**src/rtl/irq_pkg.sv**
```systemverilog
package irq_pkg;
  typedef enum logic [1:0] {
    ST_IDLE,
    ST_ACK1,
    ST_ACK2,
    ST_VEC
  } irqState_t;

  typedef struct packed {
    logic loadNmiType;
    logic loadBusType;
    logic clrPend;
  } dpStrobe_t;

  localparam logic [1:0] PH_T1 = 2'd0;
endpackage

```
**src/rtl/irq_datapath.sv**
```systemverilog
module irq_datapath
  import irq_pkg::*;
#(
  parameter int SYNC_STAGES = 2,
  parameter int NMI_GUARD   = 2,
  parameter int TYPE_W      = 8,
  parameter int NMI_TYPE    = 2,
  localparam int VEC_W      = TYPE_W + 2
) (
  input  logic              clk,
  input  logic              rst,
  input  logic              nmiIn,
  input  logic              intrIn,
  input  logic [TYPE_W-1:0] dataIn,
  input  dpStrobe_t         strb,
  output logic              nmiPend,
  output logic              intrQ,
  output logic [VEC_W-1:0]  vecAddr
);
  localparam int GUARD_LEN = NMI_GUARD + SYNC_STAGES;
  localparam int GW        = $clog2(GUARD_LEN + 1);

  logic [SYNC_STAGES-1:0] syncQ;
  logic                   nmiPrev;
  logic [GW-1:0]          guardCnt;
  logic                   armed;
  logic                   nmiEdge;
  logic [TYPE_W-1:0]      typeReg;

  // Reset to ones: a line that is already high at reset shows no edge.
  always_ff @(posedge clk) begin
    if (rst) begin
      syncQ   <= '1;
      nmiPrev <= 1'b1;
    end else begin
      syncQ   <= {syncQ[SYNC_STAGES-2:0], nmiIn};
      nmiPrev <= syncQ[SYNC_STAGES-1];
    end
  end

  always_ff @(posedge clk) begin
    if (rst)
      guardCnt <= '0;
    else if (!armed)
      guardCnt <= guardCnt + 1'b1;
  end

  assign armed   = (guardCnt == GW'(GUARD_LEN));
  assign nmiEdge = armed && syncQ[SYNC_STAGES-1] && !nmiPrev;

  // A new edge wins over the clear taken in the same cycle.
  always_ff @(posedge clk) begin
    if (rst)
      nmiPend <= 1'b0;
    else if (nmiEdge)
      nmiPend <= 1'b1;
    else if (strb.clrPend)
      nmiPend <= 1'b0;
  end

  always_ff @(posedge clk) begin
    if (rst) begin
      intrQ   <= 1'b0;
      typeReg <= '0;
    end else begin
      intrQ <= intrIn;
      if (strb.loadNmiType)
        typeReg <= TYPE_W'(NMI_TYPE);
      else if (strb.loadBusType)
        typeReg <= dataIn;
    end
  end

  assign vecAddr = {typeReg, 2'b00};

  AST_PEND_DROPS: assert property (@(posedge clk) disable iff (rst)
    (strb.clrPend && !nmiEdge) |=> !nmiPend);
  AST_NMI_VECTOR: assert property (@(posedge clk) disable iff (rst)
    strb.loadNmiType |=> (vecAddr == VEC_W'(NMI_TYPE * 4)));
  AST_GUARD_MASK: assert property (@(posedge clk) disable iff (rst)
    (!armed && !nmiPend) |=> !nmiPend);
endmodule

```
**src/rtl/irq_ctrl.sv**
```systemverilog
module irq_ctrl
  import irq_pkg::*;
(
  input  logic       clk,
  input  logic       rst,
  input  logic       boundary,
  input  logic       haltIn,
  input  logic       ifFlag,
  input  logic       nmiPend,
  input  logic       intrQ,
  input  logic [1:0] busPhase,
  input  logic       busDone,
  output dpStrobe_t  strb,
  output logic       ackReq,
  output logic       ackFirst,
  output logic       lockOut,
  output logic       bheN,
  output logic       holdBlock,
  output logic       clearIf,
  output logic       wakeOut,
  output logic       vecValid
);
  irqState_t st, stNext;
  logic ready, takeNmi, takeIntr;

  assign ready    = (st == ST_IDLE) && (boundary || haltIn);
  assign takeNmi  = ready && nmiPend;
  assign takeIntr = ready && !nmiPend && intrQ && ifFlag;

  always_comb begin
    stNext = st;
    case (st)
      ST_IDLE: if (takeNmi) stNext = ST_VEC;
               else if (takeIntr) stNext = ST_ACK1;
      ST_ACK1: if (busDone) stNext = ST_ACK2;
      ST_ACK2: if (busDone) stNext = ST_VEC;
      ST_VEC:  stNext = ST_IDLE;
      default: stNext = ST_IDLE;
    endcase
  end

  always_ff @(posedge clk) begin
    if (rst) st <= ST_IDLE;
    else     st <= stNext;
  end

  always_comb begin
    strb.loadNmiType = takeNmi;
    strb.clrPend     = takeNmi;
    strb.loadBusType = (st == ST_ACK2) && busDone;
  end

  assign ackReq    = (st == ST_ACK1) || (st == ST_ACK2);
  assign ackFirst  = (st == ST_ACK1);
  assign holdBlock = ackReq;
  assign lockOut   = ((st == ST_ACK1) && (busPhase != PH_T1)) ||
                     ((st == ST_ACK2) && (busPhase == PH_T1));
  assign bheN      = !((st == ST_ACK1) && (busPhase == PH_T1));
  assign clearIf   = takeNmi || takeIntr;
  assign wakeOut   = clearIf && haltIn;
  assign vecValid  = (st == ST_VEC);

  AST_MASKED_STAYS: assert property (@(posedge clk) disable iff (rst)
    (st == ST_IDLE && !haltIn && !nmiPend && !ifFlag) |=> (st == ST_IDLE));
  AST_HOLD_UNTIL_SECOND: assert property (@(posedge clk) disable iff (rst)
    (holdBlock && !(st == ST_ACK2 && busDone)) |=> holdBlock);
  AST_TAKE_PROGRESS: assert property (@(posedge clk) disable iff (rst)
    clearIf |=> (holdBlock || vecValid));
  AST_VEC_AFTER_SECOND: assert property (@(posedge clk) disable iff (rst)
    (st == ST_ACK2 && busDone) |=> vecValid);
  AST_LOCK_IN_ACK: assert property (@(posedge clk) disable iff (rst)
    lockOut |-> holdBlock);
  AST_WAKE_WITH_TAKE: assert property (@(posedge clk) disable iff (rst)
    wakeOut |-> clearIf);
endmodule

```
**src/rtl/irq_ack_ctrl.sv**
```systemverilog
module irq_ack_ctrl
  import irq_pkg::*;
(
  input  logic       clk,
  input  logic       rst,
  input  logic       nmiIn,
  input  logic       intrIn,
  input  logic       boundary,
  input  logic       ifFlag,
  input  logic       haltIn,
  input  logic [1:0] busPhase,
  input  logic       busDone,
  input  logic [7:0] dataIn,
  output logic       ackReq,
  output logic       ackFirst,
  output logic       lockOut,
  output logic       bheN,
  output logic       holdBlock,
  output logic       clearIf,
  output logic       wakeOut,
  output logic       vecValid,
  output logic [9:0] vecAddr
);
  dpStrobe_t strb;
  logic nmiPend, intrQ;

  irq_datapath #(
    .SYNC_STAGES(2), .NMI_GUARD(2), .TYPE_W(8), .NMI_TYPE(2)
  ) dp_i (
    .clk(clk), .rst(rst), .nmiIn(nmiIn), .intrIn(intrIn), .dataIn(dataIn),
    .strb(strb), .nmiPend(nmiPend), .intrQ(intrQ), .vecAddr(vecAddr)
  );

  irq_ctrl ctrl_i (
    .clk(clk), .rst(rst), .boundary(boundary), .haltIn(haltIn),
    .ifFlag(ifFlag), .nmiPend(nmiPend), .intrQ(intrQ),
    .busPhase(busPhase), .busDone(busDone), .strb(strb),
    .ackReq(ackReq), .ackFirst(ackFirst), .lockOut(lockOut), .bheN(bheN),
    .holdBlock(holdBlock), .clearIf(clearIf), .wakeOut(wakeOut),
    .vecValid(vecValid)
  );
endmodule

```
**config.mk**
```make
export PLATFORM = sky130hd
export DESIGN_NAME = irq_ack_ctrl
export DESIGN_NICKNAME = d
export VERILOG_FILES = /design/src/rtl/irq_pkg.sv /design/src/rtl/irq_datapath.sv /design/src/rtl/irq_ctrl.sv /design/src/rtl/irq_ack_ctrl.sv
export SDC_FILE = /design/constraint.sdc
export NUM_CORES = 1
export LEC_CHECK = 0
export BUFFER_PORTS_ARGS = -buffer_cell sky130_fd_sc_hd__clkbuf_2
export CORE_ASPECT_RATIO = 1.1
export CORE_MARGIN = 2
export CORE_UTILIZATION = 37
export CTS_BUF_LIST = sky130_fd_sc_hd__clkbuf_8 sky130_fd_sc_hd__clkbuf_16
export CTS_CLUSTER_SIZE = 40
export DETAILED_ROUTE_END_ITERATION = 8
export GPL_TIMING_DRIVEN = 0
export MAX_ROUTING_LAYER = met4
export PLACE_DENSITY = 0.68
export SLEW_MARGIN = 40
export SYNTH_ARGS = -nofsm -noshare
export SYNTH_HDL_FRONTEND = slang
export SYNTH_SLANG_ARGS = --single-unit
export TNS_END_PERCENT = 10
```
**constraint.sdc**
```tcl
create_clock -name clk -period 3.2 [get_ports clk]
set_input_delay 0.32 -clock clk [delete_from_list [all_inputs] [get_ports clk]]
set_output_delay 0.32 -clock clk [all_outputs]
set_load 0.005 [all_outputs]
```
==> results.yml <==
route:
  routed_via_density: 4.76
  ant_nets: 0
  dr.pass1.iters: 4
  route.vias.total: 785
  wl_per_cell_um: 10.3
  drt_iter0_drc: 8
  routed_wl_mm: 1.70
  drcViolationCount: 0
layout:
  stdcell_area_mm2: 0.00112
  syn_to_final_growth_pct: 29.8
  n_fill_cell: 225
  multi_input_area_um2: 447
  insertedDiodeCount: 0
  nNetsFinal: 161
  drive_gt1_frac: 0.348
  regArea_um2: 360
logic_synthesis:
  synth_area_um2: 861
  synth_ff_type: "dfxtp_1"
  ys_async_sr_fraction: 0
  ys_seq_area_frac: 0.419
  ys_ff_latch: 18
  yosys_warnings: 0
  synth_edf_count: 0
  synthCells: 98
  syn_avg_cell_area_um2: 8.78
  synth.distinct_cells: 31
pwr:
  p_clk_frac: 0.270
  ir_drop_mv: 0.315
  powerDensity_mw_per_mm2: 606
  comb_power_share: 0.332
  leakage_nw: 0.518
  pwr-share-seq: 0.398
  power.internal_uw: 473
  power.switching_uw: 204
  sw_frac_of_total: 0.301
floorplanning:
  rows: 18
  core_area_mm2: 0.00223
  die_h_um: 54.6
  die_area_mm2: 0.00273
  io_pins: 36
  start_util: 0.386
  die_x_um: 50.0
global_routing:
  grt_max_degree: 11
  grt.overflow.total: 0
  grt_pass1_vias: 639
  grt_pass1_wl_mm: 2.59
  track_usage: 0.129
  antenna_found_initial: 0
clock_tree:
  hold_buffers: 0
  cts.path.max_buffers: 2
  numCtsBuffers: 3
  clkSlewWorstSetupHoldPaths_ns: 0.06
  clkSinkCount: 18
  htreeDepth: 1
  cts_tree: "done"
  ctsResizeCount: 0
  post_cts_buffers: 0
  clock_latency_ns: 0.25
  root_buffer: "clkbuf_8"
timing:
  drv_slew: 0
  rsz0062_at_grt: "no"
  fin_crit_sh: 0.597
  finalWorstPathRequiredPeriod_ns: 1.91
  setup_tns_ns: 0
  max_freq_mhz: 523
  setup_viol_count_final: 0
  hold_viol: 0
  skew_ns: 0.00684
worst_setup_path:
  path_cells: "inv_1, ha_1, o21ai_0, nor2_1, and2_1, clkbuf_2"
  setup.worst_path.start_class: "flip-flop"
  cpPeakStageDelay_ns: 0.35
  cp.required_ns: 2.88
  regToRegEndpoint: "ctrl_i.st[0]$_SDFFE_PP0P_"
  arrival_ns: 1.59
  cp_max_fo: 7
  r2r_start: "ctrl_i.st[0]$_SDFFE_PP0P_"
  crit_type: "reg2out"
  reg2reg_slack_ns: 1.53
  r2r_cells: 6
  endpoint_kind: "primary output"
  slowest_stage: "dfxtp_1"
placed_design:
  post-dp-hpwl_mm: 1.30
  io_buffers: 32
  placed_cell_area_mm2: 0.00106
  gp_congestion: 0.824
run:
  drv_cap: 0
outcome:
  outcome: "finished clean"
worst_hold_path:
  whs_path_depth: 2
  min_to: "dp_i.syncQ[0]$_SDFF_PP1_"
  hold_class: "in2reg"
  min-delay-start: "nmiIn"
-- final cells by class --
class | count | share of cell area
multi-input cells | 71 | 0.400
flip-flops and latches | 18 | 0.323
repair buffers | 32 | 0.143
clock buffers | 4 | 0.0493
plain buffers | 6 | 0.0381
well taps | 30 | 0.0336
inverters | 4 | 0.0134
-- how the worst max path moves through the flow --
stage | cells past startpoint | start | end | slack, ns
final | 6 | ctrl_i.st[1]$_SDFFE_PP0P_ | wakeOut | 1.29
after global routing | 6 | ctrl_i.st[1]$_SDFFE_PP0P_ | wakeOut | 1.14
after CTS | 6 | ctrl_i.st[1]$_SDFFE_PP0P_ | wakeOut | 1.29
after detailed placement | 6 | ctrl_i.st[0]$_SDFFE_PP0P_ | ctrl_i.st[0]$_SDFFE_PP0P_ | 1.55
after global placement | 6 | ctrl_i.st[0]$_SDFFE_PP0P_ | ctrl_i.st[0]$_SDFFE_PP0P_ | 1.56
after floorplan | 6 | ctrl_i.st[0]$_SDFFE_PP0P_ | ctrl_i.st[0]$_SDFFE_PP0P_ | 1.67
-- registers in the layout (all words and copies together), names as in the netlist --
register	flops
dp_i.nmiPrev	1
dp_i.syncQ	2
dp_i.nmiPend	1
dp_i.guardCnt	3
dp_i.typeReg	8
ctrl_i.st	2
dp_i.intrQ	1
-- cells in the mapped netlist, types with 3 or more instances --
library cell | instances | area [um^2]
a21oi_1 | 12 | 60.1
buf_4 | 3 | 22.5
dfxtp_1 | 18 | 360
ha_1 | 7 | 87.6
inv_1 | 4 | 15.0
nand2_1 | 14 | 52.6
nand3_1 | 8 | 40.0
nor2_1 | 6 | 22.5
or2_2 | 4 | 25.0
-- critical path: cells and delay by family, from the launching register on --
family / cells / cell delay, ns
DFF: 1 / 0.35
adders and majority gates: 1 / 0.28
and+or+nand+nor: 2 / 0.30
buffers and inverters: 2 / 0.25
AOI/OAI and AO/OA: 1 / 0.15
-- power by group through the flow --
stage	clock network (mW)	registers [mW]	logic [mW]
global route	0.196	0.272	0.255
floorplan	0	0.271	0.154
global placement	0	0.273	0.221
CTS	0.186	0.269	0.227
finish	0.183	0.270	0.224
detailed placement	0	0.274	0.225
-- layer usage --
layer | wire length [um] | global-route usage | share of wire | vias to the layer above
li1 | - | - | - | 404
met1 | 778 | 0.143 | 0.46 | 350
met2 | 792 | 0.221 | 0.46 | 29
met3 | 114 | 0.0437 | 0.067 | 2
met4 | 19 | 0.0417 | 0.011 | 0
met5 | 0 | - | 0 | -
-- logic make-up (layout without fill, tap and decap cells) --
kind of cell / after synthesis / count (layout) / synth area share
compound gates: 20 / 20 / 0.154
xor+xnor: 1 / 1 / 0.0102
fa+ha+maj: 7 / 7 / 0.102
buf+inv: 10 / 46 / 0.0668
flops: 18 / 18 / 0.419
mux: 2 / 2 / 0.0247
other cells: 1 / 2 / 0.00436
simple gates: 39 / 39 / 0.219
-- cells in the final DEF, fill, tap and decap left out, types with 2 or more instances in the layout --
master | netlist | layout
clkbuf_2 | 0 | 32
dfxtp_1 | 18 | 18
nand2_1 | 14 | 14
a21oi_1 | 12 | 12
nand3_1 | 8 | 8
ha_1 | 7 | 7
nor2_1 | 6 | 6
inv_1 | 4 | 4
or2_2 | 4 | 4
clkbuf_8 | 0 | 4
buf_4 | 3 | 3
conb_1 | 1 | 2
-- through the flow --
stage	total power, mW	worst slack (ns)	cells	utilization	hold slack (ns)
3_5_place_dp	0.499	1.55	161	0.476	0.402
3_3_place_gp	0.494	1.56	161	0.476	0.395
5_1_grt	0.723	1.14	165	0.501	0.250
2_1_floorplan	0.426	1.67	99	-	0.389
4_1_cts	0.682	1.29	165	0.501	0.248
6_report	0.677	1.29	165	0.501	0.249
No activity file was read; power rests on OpenSTA's default activity.
